==> config.mk <==
export PLATFORM = sky130hd
export DESIGN_NAME = slv_ctr_top
export DESIGN_NICKNAME = d
export VERILOG_FILES = /design/src/rtl/slv_pkg.sv /design/src/rtl/slv_sync.sv /design/src/rtl/slv_trig_sel.sv /design/src/rtl/slv_mode_dec.sv /design/src/rtl/slv_counter.sv /design/src/rtl/slv_ctr_top.sv
export SDC_FILE = /design/constraint.sdc
export NUM_CORES = 1
export LEC_CHECK = 0
export ABC_AREA = 1
export CAP_MARGIN = 20
export CORE_AREA = 3 3 88 90
export CTS_CLUSTER_DIAMETER = 60
export DETAILED_ROUTE_END_ITERATION = 6
export DIE_AREA = 0 0 91 93
export PLACE_DENSITY = 0.75
export SLEW_MARGIN = 40
export SYNTH_ARGS = -nofsm -noshare
export SYNTH_HDL_FRONTEND = slang
export SYNTH_SLANG_ARGS = --single-unit
==> constraint.sdc <==
create_clock -name clk -period 1.83 [get_ports clk]
set_input_delay 0.183 -clock clk [delete_from_list [all_inputs] [get_ports clk]]
set_output_delay 0.183 -clock clk [all_outputs]
set_load 0.005 [all_outputs]
==> src/rtl/slv_pkg.sv <==
`timescale 1ns/1ps
package slv_pkg;

   typedef enum logic [3:0] {
      SM_OFF    = 4'd0,
      SM_ENC1   = 4'd1,
      SM_ENC2   = 4'd2,
      SM_ENC3   = 4'd3,
      SM_RESET  = 4'd4,
      SM_GATED  = 4'd5,
      SM_TRIG   = 4'd6,
      SM_EXTCLK = 4'd7,
      SM_RSTRIG = 4'd8
   } slv_mode_e;

   localparam logic [2:0] TSEL_CH1_EDGE = 3'd4;

   typedef struct packed {
      logic step;
      logic down;
      logic reload;
      logic set_run;
      logic enc;
   } slv_ctl_t;

endpackage

==> src/rtl/slv_sync.sv <==
`timescale 1ns/1ps
module slv_sync #(
   parameter int W      = 2,
   parameter int STAGES = 2
) (
   input  logic         clk,
   input  logic         rst_n,
   input  logic [W-1:0] in_i,
   output logic [W-1:0] cur_o,
   output logic [W-1:0] prev_o
);
   logic [STAGES-1:0][W-1:0] stg_q;
   logic [W-1:0]             prev_q;

   generate
      if (STAGES < 2) begin : g_bad_stages
         $error("slv_sync needs at least two stages");
      end
   endgenerate

   always_ff @(posedge clk or negedge rst_n) begin
      if (!rst_n) begin
         stg_q  <= '0;
         prev_q <= '0;
      end else begin
         stg_q  <= {stg_q[STAGES-2:0], in_i};
         prev_q <= stg_q[STAGES-1];
      end
   end

   assign cur_o  = stg_q[STAGES-1];
   assign prev_o = prev_q;
endmodule

==> src/rtl/slv_trig_sel.sv <==
`timescale 1ns/1ps
module slv_trig_sel
   import slv_pkg::*;
#(
   parameter int N_ITR = 4
) (
   input  logic             clk,
   input  logic             rst_n,
   input  logic [2:0]       tsel_i,
   input  logic [N_ITR-1:0] itr_cur_i,
   input  logic             ch1_cur_i,
   input  logic             ch1_prev_i,
   output logic             trg_lvl_o,
   output logic             trg_rise_o
);
   logic [3:0] itr_pad;
   logic       trg_prev_q;

   always_comb begin
      itr_pad              = '0;
      itr_pad[N_ITR-1:0]   = itr_cur_i;
      if (tsel_i == TSEL_CH1_EDGE)
         trg_lvl_o = ch1_cur_i ^ ch1_prev_i;
      else if (!tsel_i[2])
         trg_lvl_o = itr_pad[tsel_i[1:0]];
      else
         trg_lvl_o = 1'b0;
   end

   always_ff @(posedge clk or negedge rst_n) begin
      if (!rst_n) trg_prev_q <= 1'b0;
      else        trg_prev_q <= trg_lvl_o;
   end

   assign trg_rise_o = trg_lvl_o & ~trg_prev_q;

   AST_RISE_ONE_CYCLE: assert property (@(posedge clk) disable iff (!rst_n)
      trg_rise_o |=> !trg_rise_o) else $error("rise lasted two cycles");
endmodule

==> src/rtl/slv_mode_dec.sv <==
`timescale 1ns/1ps
module slv_mode_dec
   import slv_pkg::*;
(
   input  logic       [3:0] mode_i,
   input  logic             cnt_en_i,
   input  logic             cnt_dn_i,
   input  logic       [1:0] ch_cur_i,
   input  logic       [1:0] ch_prev_i,
   input  logic             trg_lvl_i,
   input  logic             trg_rise_i,
   input  logic             run_i,
   output slv_ctl_t         ctl_o
);
   logic e1, e2, up1, up2;

   always_comb begin
      e1  = ch_cur_i[0] ^ ch_prev_i[0];
      e2  = ch_cur_i[1] ^ ch_prev_i[1];
      up1 = ch_cur_i[0] != ch_cur_i[1];
      up2 = ch_cur_i[1] == ch_cur_i[0];

      ctl_o      = '0;
      ctl_o.down = cnt_dn_i;
      ctl_o.enc  = (mode_i == SM_ENC1) || (mode_i == SM_ENC2) || (mode_i == SM_ENC3);

      if (cnt_en_i) begin
         case (slv_mode_e'(mode_i))
            SM_ENC1: begin
               ctl_o.step = e1;
               ctl_o.down = !up1;
            end
            SM_ENC2: begin
               ctl_o.step = e2;
               ctl_o.down = !up2;
            end
            SM_ENC3: begin
               ctl_o.step = e1 ^ e2;
               ctl_o.down = e1 ? !up1 : !up2;
            end
            SM_RESET: begin
               ctl_o.step   = 1'b1;
               ctl_o.reload = trg_rise_i;
            end
            SM_GATED:  ctl_o.step = trg_lvl_i;
            SM_TRIG: begin
               ctl_o.set_run = trg_rise_i;
               ctl_o.step    = run_i;
            end
            SM_EXTCLK: ctl_o.step = trg_rise_i;
            SM_RSTRIG: begin
               ctl_o.reload  = trg_rise_i;
               ctl_o.set_run = trg_rise_i;
               ctl_o.step    = run_i;
            end
            default:   ctl_o.step = 1'b1;
         endcase
      end
   end
endmodule

==> src/rtl/slv_counter.sv <==
`timescale 1ns/1ps
module slv_counter
   import slv_pkg::*;
#(
   parameter int CNT_W = 16
) (
   input  logic             clk,
   input  logic             rst_n,
   input  logic             cnt_en_i,
   input  slv_ctl_t         ctl_i,
   input  logic [CNT_W-1:0] arr_i,
   output logic [CNT_W-1:0] cnt_o,
   output logic             dir_o,
   output logic             upd_o,
   output logic             run_o
);
   logic [CNT_W-1:0] cnt_q, cnt_d;
   logic             upd_q, upd_d, dir_q, run_q;

   always_comb begin
      cnt_d = cnt_q;
      upd_d = 1'b0;
      if (ctl_i.reload) begin
         cnt_d = ctl_i.down ? arr_i : '0;
         upd_d = 1'b1;
      end else if (ctl_i.step) begin
         if (!ctl_i.down) begin
            if (cnt_q >= arr_i) begin
               cnt_d = '0;
               upd_d = 1'b1;
            end else begin
               cnt_d = cnt_q + 1'b1;
            end
         end else begin
            if (cnt_q == '0) begin
               cnt_d = arr_i;
               upd_d = 1'b1;
            end else begin
               cnt_d = cnt_q - 1'b1;
            end
         end
      end
   end

   always_ff @(posedge clk or negedge rst_n) begin
      if (!rst_n) begin
         cnt_q <= '0;
         upd_q <= 1'b0;
         dir_q <= 1'b0;
         run_q <= 1'b0;
      end else begin
         cnt_q <= cnt_d;
         upd_q <= upd_d;
         if (!ctl_i.enc)      dir_q <= ctl_i.down;
         else if (ctl_i.step) dir_q <= ctl_i.down;
         if (!cnt_en_i)          run_q <= 1'b0;
         else if (ctl_i.set_run) run_q <= 1'b1;
      end
   end

   assign cnt_o = cnt_q;
   assign upd_o = upd_q;
   assign dir_o = dir_q;
   assign run_o = run_q;

   AST_UPD_AT_BOUND: assert property (@(posedge clk) disable iff (!rst_n)
      upd_q |-> (cnt_q == '0 || cnt_q == $past(arr_i))) else $error("update off boundary");
   AST_SINGLE_STEP: assert property (@(posedge clk) disable iff (!rst_n)
      !upd_q |-> (cnt_q == $past(cnt_q) || cnt_q == CNT_W'($past(cnt_q) + 1'b1)
                  || cnt_q == CNT_W'($past(cnt_q) - 1'b1))) else $error("jump without update");
   AST_CNT_IN_RANGE: assert property (@(posedge clk) disable iff (!rst_n)
      ($past(cnt_q) <= $past(arr_i) && $stable(arr_i)) |-> cnt_q <= arr_i) else $error("counter above top");
endmodule

==> src/rtl/slv_ctr_top.sv <==
`timescale 1ns/1ps
module slv_ctr_top
   import slv_pkg::*;
#(
   parameter int CNT_W       = 16,
   parameter int N_ITR       = 4,
   parameter int SYNC_STAGES = 2
) (
   input  logic             clk,
   input  logic             rst_n,
   input  logic             cnt_en_i,
   input  logic             cnt_dn_i,
   input  logic [3:0]       mode_i,
   input  logic [2:0]       tsel_i,
   input  logic [N_ITR-1:0] itr_i,
   input  logic             ch1_i,
   input  logic             ch2_i,
   input  logic [CNT_W-1:0] arr_i,
   output logic [CNT_W-1:0] cnt_o,
   output logic             dir_o,
   output logic             upd_o,
   output logic             cfg_err_o
);
   localparam int SYNC_W = N_ITR + 2;

   generate
      if (CNT_W < 2 || CNT_W > 32) begin : g_bad_width
         $error("CNT_W out of range 2..32");
      end
      if (N_ITR < 1 || N_ITR > 4) begin : g_bad_itr
         $error("N_ITR out of range 1..4");
      end
   endgenerate

   logic [SYNC_W-1:0] s_cur, s_prev;
   logic              trg_lvl, trg_rise, run;
   logic              cfg_err_q;
   slv_ctl_t          ctl;

   slv_sync #(.W(SYNC_W), .STAGES(SYNC_STAGES)) u_sync (
      .clk(clk), .rst_n(rst_n), .in_i({itr_i, ch2_i, ch1_i}),
      .cur_o(s_cur), .prev_o(s_prev));

   slv_trig_sel #(.N_ITR(N_ITR)) u_tsel (
      .clk(clk), .rst_n(rst_n), .tsel_i(tsel_i),
      .itr_cur_i(s_cur[SYNC_W-1:2]),
      .ch1_cur_i(s_cur[0]), .ch1_prev_i(s_prev[0]),
      .trg_lvl_o(trg_lvl), .trg_rise_o(trg_rise));

   slv_mode_dec u_dec (
      .mode_i(mode_i), .cnt_en_i(cnt_en_i), .cnt_dn_i(cnt_dn_i),
      .ch_cur_i(s_cur[1:0]), .ch_prev_i(s_prev[1:0]),
      .trg_lvl_i(trg_lvl), .trg_rise_i(trg_rise), .run_i(run), .ctl_o(ctl));

   slv_counter #(.CNT_W(CNT_W)) u_cnt (
      .clk(clk), .rst_n(rst_n), .cnt_en_i(cnt_en_i), .ctl_i(ctl), .arr_i(arr_i),
      .cnt_o(cnt_o), .dir_o(dir_o), .upd_o(upd_o), .run_o(run));

   always_ff @(posedge clk or negedge rst_n) begin
      if (!rst_n) cfg_err_q <= 1'b0;
      else if (mode_i == SM_GATED && tsel_i == TSEL_CH1_EDGE) cfg_err_q <= 1'b1;
   end
   assign cfg_err_o = cfg_err_q;

   AST_ERR_STICKY: assert property (@(posedge clk) disable iff (!rst_n)
      cfg_err_o |=> cfg_err_o) else $error("error flag dropped");
   AST_HOLD_DISABLED: assert property (@(posedge clk) disable iff (!rst_n)
      !cnt_en_i |=> ($stable(cnt_o) && !upd_o)) else $error("moved while disabled");
   AST_GATED_FREEZE: assert property (@(posedge clk) disable iff (!rst_n)
      (mode_i == SM_GATED && !trg_lvl) |=> $stable(cnt_o)) else $error("gated count with trigger low");
endmodule

# --- Word-level counts from Yosys, hierarchy flattened ---
# Cells that the tools add are included.
totals:
  ff_bits: 35
  in_bits: 33
  output_inout_bits: 19
  wordCells: 65
op_classes:
  add_sub_neg: 2
  order_cmp: 2
  n_eq_ne: 13
  n_mux: 25
  n_bitwise: 5
  n_reduce_logical: 9
op_table:
  columns: ["cell", "count"]
  rows:
  - ["2-to-1 mux 16 bit", 6]
  - ["adder 16 x 1 -> 16 bit, second input constant", 1]
  - ["equality test 4 x 3 -> 1 bit, second input constant", 4]
  - [">= comparator 16 bit", 1]
  - ["zero test 16 bit", 1]
  - ["subtractor 16 x 1 -> 16 bit, second input constant", 1]
  - ["2-to-1 mux 1 bit", 15]
  - ["equality test 4 x 2 -> 1 bit, second input constant", 2]
  - ["one-hot mux 1 bit (6 select lines)", 1]
  - ["equality test 4 x 1 -> 1 bit, second input constant", 1]
  - ["equality test 4 bit, second input constant", 1]
  - ["2-to-1 mux 4 bit", 1]
  - ["OR reduction 2 bit", 2]
  - ["equality test 3 bit, second input constant", 1]
  - ["< comparator 2 x 3 -> 1 bit, second input constant", 1]
  - ["one-hot mux 1 bit (3 select lines)", 1]
  - ["bitwise XOR 1 bit", 3]
  - ["binary-select mux 1 bit (select 2 bit)", 1]
  - ["zero test 1 bit", 2]
  - ["logical OR 1 bit", 2]
  - ["inequality test 2 x 1 -> 1 bit, second input constant", 1]
  - ["inequality test 2 bit, second input constant", 1]
  - ["nonzero test 2 bit", 1]
  - ["bitwise AND 1 bit", 1]
  - ["4 further kinds", 4]

# --- Depth between registers and ports, before layout ---
depth:
  word_depth: 10
  depth_mapped: 15
  depth_no_buf: 14

# --- Hierarchy ---
# From an unflattened synthesis, not the netlist that was laid out.
hier_totals:
  hier_cells: 499
  area_unflattened_um2: 3448.3
modules_own_cells:
  columns: ["module", "instances", "cells_each", "area_per_inst_um2", "seq_area_each_um2"]
  rows:
  - ["slv_counter", 1, 381, 2494.9, 475.5]
  - ["slv_sync", 1, 24, 495.5, 450.4]
  - ["slv_mode_dec", 1, 66, 280.3, 0.0]
  - ["slv_trig_sel", 1, 16, 111.4, 25.0]
  - ["slv_ctr_top", 1, 12, 66.3, 25.0]

# --- Worst setup path before layout ---
# Ideal clock, no wire load.
synth_timing:
  path_kind: "flip-flop to flip-flop"
  from: "reg u_cnt.cnt_q[15], in the netlist u_cnt.cnt_o[15]"
  to: "reg u_cnt.upd_q, in the netlist u_cnt.upd_o"
  setup_ns: 0.095
  arrival_ns: 1.782
  t_required_ns: 1.735
  path_slack_ns: -0.047
  stages_incl_launch_ff: 9
  n_path_buf: 1
  synth_period_minus_slack_ns: 1.877
  cell_sequence: "dfrtp_1 > ha_1 > nand2_1 > nor3_1 > nand2_1 > buf_2 > nand3_1 > nor2_1 > o31ai_1"
synth_between:
  elab_chain_len: 5
  word_cells_on_any_way: 7
  cone_classes: "1 x order compare; 5 x mux; 1 x reduce/logical"
synth_rtl:
  columns: ["item", "line", "rtl"]
  rows:
  - ["start, declared", "slv_counter.sv:17", "logic [CNT_W-1:0] cnt_q, cnt_d;"]
  - ["start signal, assigned", "slv_counter.sv:52", "cnt_q <= cnt_d;"]
  - [">= comparator 16 bit or zero test 16 bit (tied branches)", "slv_counter.sv:28, slv_counter.sv:35", null]
  - ["2-to-1 mux 1 bit (on tied branches)", "slv_counter.sv:28, slv_counter.sv:35", null]
  - ["2-to-1 mux 1 bit *", "slv_counter.sv:27", "if (!ctl_i.down) begin"]
  - ["2-to-1 mux 1 bit *", "slv_counter.sv:26", "end else if (ctl_i.step) begin"]
  - ["2-to-1 mux 1 bit *", "slv_counter.sv:23", "if (ctl_i.reload) begin"]
  - ["named net u_cnt.upd_d", "slv_counter.sv:18", "logic upd_q, upd_d, dir_q, run_q;"]
  - ["end signal, assigned", "slv_counter.sv:53", "upd_q <= upd_d;"]
  - ["end, declared", "slv_counter.sv:18", null]
# Mark *: on every way through the listed nets, which the timed path passes. The rest lies on a longest branch.
# A chain may end at the register's enable or synchronous reset.

# --- Worst setup path after layout ---
layout_timing:
  from: "reg u_cnt.cnt_q[15], in the netlist u_cnt.cnt_o[15]"
  to: "reg u_cnt.cnt_q[4], in the netlist u_cnt.cnt_o[4]"
layout_between:
  elab_chain_len: 5
  word_cells_on_any_way: 7
  cone_classes: "1 x order compare; 5 x mux; 1 x reduce/logical"
layout_rtl:
  columns: ["item", "line"]
  rows:
  - [">= comparator 16 bit or zero test 16 bit (tied branches)", "slv_counter.sv:28, slv_counter.sv:35"]
  - ["2-to-1 mux 16 bit (on tied branches)", "slv_counter.sv:28, slv_counter.sv:35"]
  - ["2-to-1 mux 16 bit *", "slv_counter.sv:27"]
  - ["2-to-1 mux 16 bit *", "slv_counter.sv:26"]
  - ["2-to-1 mux 16 bit *", "slv_counter.sv:23"]
# Every way passes the cells marked *; elsewhere a longest branch is shown, timed or not. The select of a mux whose other input is x is not followed.

==> impl_results.md <==
- Global placement routability congestion: 0.9989
- Top cell type's share of synthesized area: 25.39%
- WP data required: 2010 ps
- FFs w/ async S/R, synth: 100.0%
- Post-Layout Cell Count: 765
- Layout cell share with drive strength beyond 1: 27.33%
- Cells after Synth: 537
- Vias in the first global route: 3968
- Count leader, synth: nand2_1
- R2R Path Start: u_cnt.cnt_o[15]
- Main flop type after synthesis: dfrtp_1
- Critical path startpoint: u_cnt.cnt_o[15]
- Yosys reg bits: 35
- Grt total ovfl: 0
- Sink Count: 35
- H-tree levels: 2
- EDFF count, synth: 0
- Longest Clk Path Bufs: 2
- Power Density: 1050 nW/µm²
- Endpoint class of the critical path: register
- Crit Path Class: register to register
- Sequential-to-total area share from yosys stat: 25.39%
- Clk_lat worst skew: 310 ps
- Placed insts: 748
- Core Area: 7137 µm²
- Crit start category: register
- WP buf/inv: 2
- # IOs: 52
- Clock root cell: clkbuf_8
- Synth area leaders: dfrtp_1 25%, nand2_1 14%, nor2_1 7.6%
- Area of the multi-input gates: 2421 µm²
- Pins Over Slew Limit: 0
- Post-DP HPWL: 8523 µm
- Initial Util: 48.33%
- Initial antenna violation count: 0
- Worst setup margin: -127.9 ps
- Setup violators final: 17
- Worst path arrival time: 2140 ps
- Die Footprint: 8463 µm²
- Number of port buffers: 51
- Drt wl/cell: 15.37 µm
- Maximum vdd ir drop: 0.7302 mV
- Period utilisation layout: 107.0%
- DRC Markers: 0
- Leak Pwr: 2.491 nW
- FF/Latch Area: 879.6 µm²
- Clk slew on worst S/H paths: 90 ps
- Layout area overhead: 48.64%
- Post-synth net total: 589
- Crit-path most repeated cell: buf_6
- Syn avg cell area: 6.424 µm²
- Transition time of the tightest slew-check pin: 489.5 ps
- Fin Clk Skew: 16.56 ps
- Peak fanout along the critical path: 5
- Max stage delay on crit path: 420 ps
- CP max stage cell: dfrtp_1
- Slew Limit Headroom: 67.37%
- Total track usage: 27.62%
- Filler cells: 638
- First-pass DRT Iterations: 5
- Top post-synthesis cells by count: 126 x nand2_1, 70 x nor2_1, 64 x inv_1
- F_max: 0.5108 GHz
- Kind of cell adding the most delay to the critical path: simple AND/OR/NAND/NOR gates
- Yosys warnings: 0
- Final nets: 718
- Row cnt: 31
- Final Hold Fails: 0
- Die Span Y: 93 µm
- Worst min path class: input port to register
- Cell Area, Synth: 3450 µm²
- CTS tree: done
- # diodes: 0
- Period minus WS final: 1958 ps
- Setup WS pre-CTS: -412.7 ps
- Yosys cell types: 34
- RSZ-0062 raised after global routing: yes
- Status: complete, but fails checks
- Largest net degree at the start of global routing: 36
- Max Cap Violations: 0
- Vias: 4117
- Pwr Total: 0.005383 W
- DR iter-0 viols: 331
- TritonCTS buffer count: 5
- Final WL: 11760 µm
- Fin util: 71.84%
- First-pass GRT wire length: 18810 µm
- CP Cell Sequence: ha_4 -> nand2_4 -> buf_6 -> nor3_4 -> nand2_2 -> buf_6 -> nand4_1 -> o21bai_1 -> nand2_1 -> a21oi_2
- Antenna-violating nets left: 0
- Drt via density: 5.382
- Failing checks: setup timing
- Synth area leader: dfrtp_1
- Die W: 91 µm
- Hold path startpoint: itr_i[2]
[layout by cell type, fill, tap and decap left out, types with 2 or more instances in the layout]
cell type,count
a21oi_1,31
nand2_2,13
dfrtp_1,32
nand3_2,4
xor2_1,12
buf_6,7
inv_2,8
nand4_1,19
inv_1,57
o21ai_1,9
buf_4,80
a21oi_2,13
nor3_1,21
nor2_2,11
buf_12,6
nand3_1,39
ha_4,8
o211ai_1,4
clkdlybuf4s50_1,50
nor2_4,6
dfrtp_2,3
o21bai_1,5
inv_4,2
ha_1,11
nand2_4,5
clkbuf_8,5
xnor2_1,4
nand2_1,113
nor2_1,65
o21ai_0,8
[worst register-to-register path: stages, from the launching register on]
cell and delay [ps]:
dfrtp_1 420, ha_4 310, nand2_4 60, buf_6 120, nor3_4 310, nand2_2 150
buf_6 160, nand4_1 70, o21bai_1 70, nand2_1 100, a21oi_2 70
[repair_timing]
action	CTS	global route
pin swaps	19	23
hold endpoints to repair	4	0
endpoints found under the setup margin	17	17
setup buffers	3	2
gates resized for setup	36	38
cloned	2	2
hold buffers	1	0
[cell type report]
class                      count  area share, %
clock inverter                 2         0.7321
timing repair buffer         146          26.13
clock buffer                   5          1.342
multi-input combinational    411          47.22
sequential                    35          17.15
inverter                      67          5.002
tap                           99          2.416
[where the power goes]
group          leakage [nW]  switching, W  internal, W
sequential            0.406      0.000161     0.000937
clock                0.0502      0.000325     0.000399
combinational          2.03       0.00187      0.00169
total                  2.49       0.00235      0.00303
[sequential cells by signal, indices dropped and copies added (netlist names)]
signal / count
u_cnt.cnt_o: 16
u_sync.cur_o: 6
u_sync.stg_q: 6
u_sync.prev_o: 2
cfg_err_o: 1
u_cnt.dir_o: 1
u_cnt.run_o: 1
u_cnt.upd_o: 1
u_tsel.trg_prev_q: 1
[worst paths after layout]
check	endpoint	slack (ps)	cells past startpoint
worst min-delay path	u_sync.stg_q[4]	320	1
worst max-delay path	u_cnt.cnt_o[4]	-130	10
worst max register to register	u_cnt.cnt_o[4]	-130	10
max in group asynchronous	u_cnt.cnt_o[1]	1080	2
min in group asynchronous	u_cnt.cnt_o[12]	370	2
worst min register to register	u_sync.cur_o[3]	350	0
[stage by stage]
stage | setup TNS, ps | cell area, µm² | hold slack [ps]
after floorplan | 0 | 3457 | -112.6
after global placement | -5789 | 4621 | 321.1
after detailed placement | -6439 | 4621 | 326.5
after CTS | -218.2 | 4949 | 321.3
after global routing | -2330 | 5127 | 315.2
final | -1206 | 5127 | 320.1
[logic make-up (layout without fill, tap and decap cells)]
logic type,after synthesis,after routing,share of synthesized area (%)
XOR/XNOR,16,16,4.062
AO/OA/AOI/OAI,74,74,11.75
adder cells (fa/ha/maj),19,19,6.892
flip-flops,35,35,25.39
AND/OR/NAND/NOR,302,302,39.79
buffers and inverters,91,220,12.11
[per-layer routing]
layer	part of all wire [%]	vias up	GRT usage, %
met1	44	1898	37.68
li1	-	1997	-
met2	47	192	45.92
met3	7.1	30	4.183
met4	1.9	0	7.035
met5	0	-	0
No activity file was read; power rests on OpenSTA's default activity.
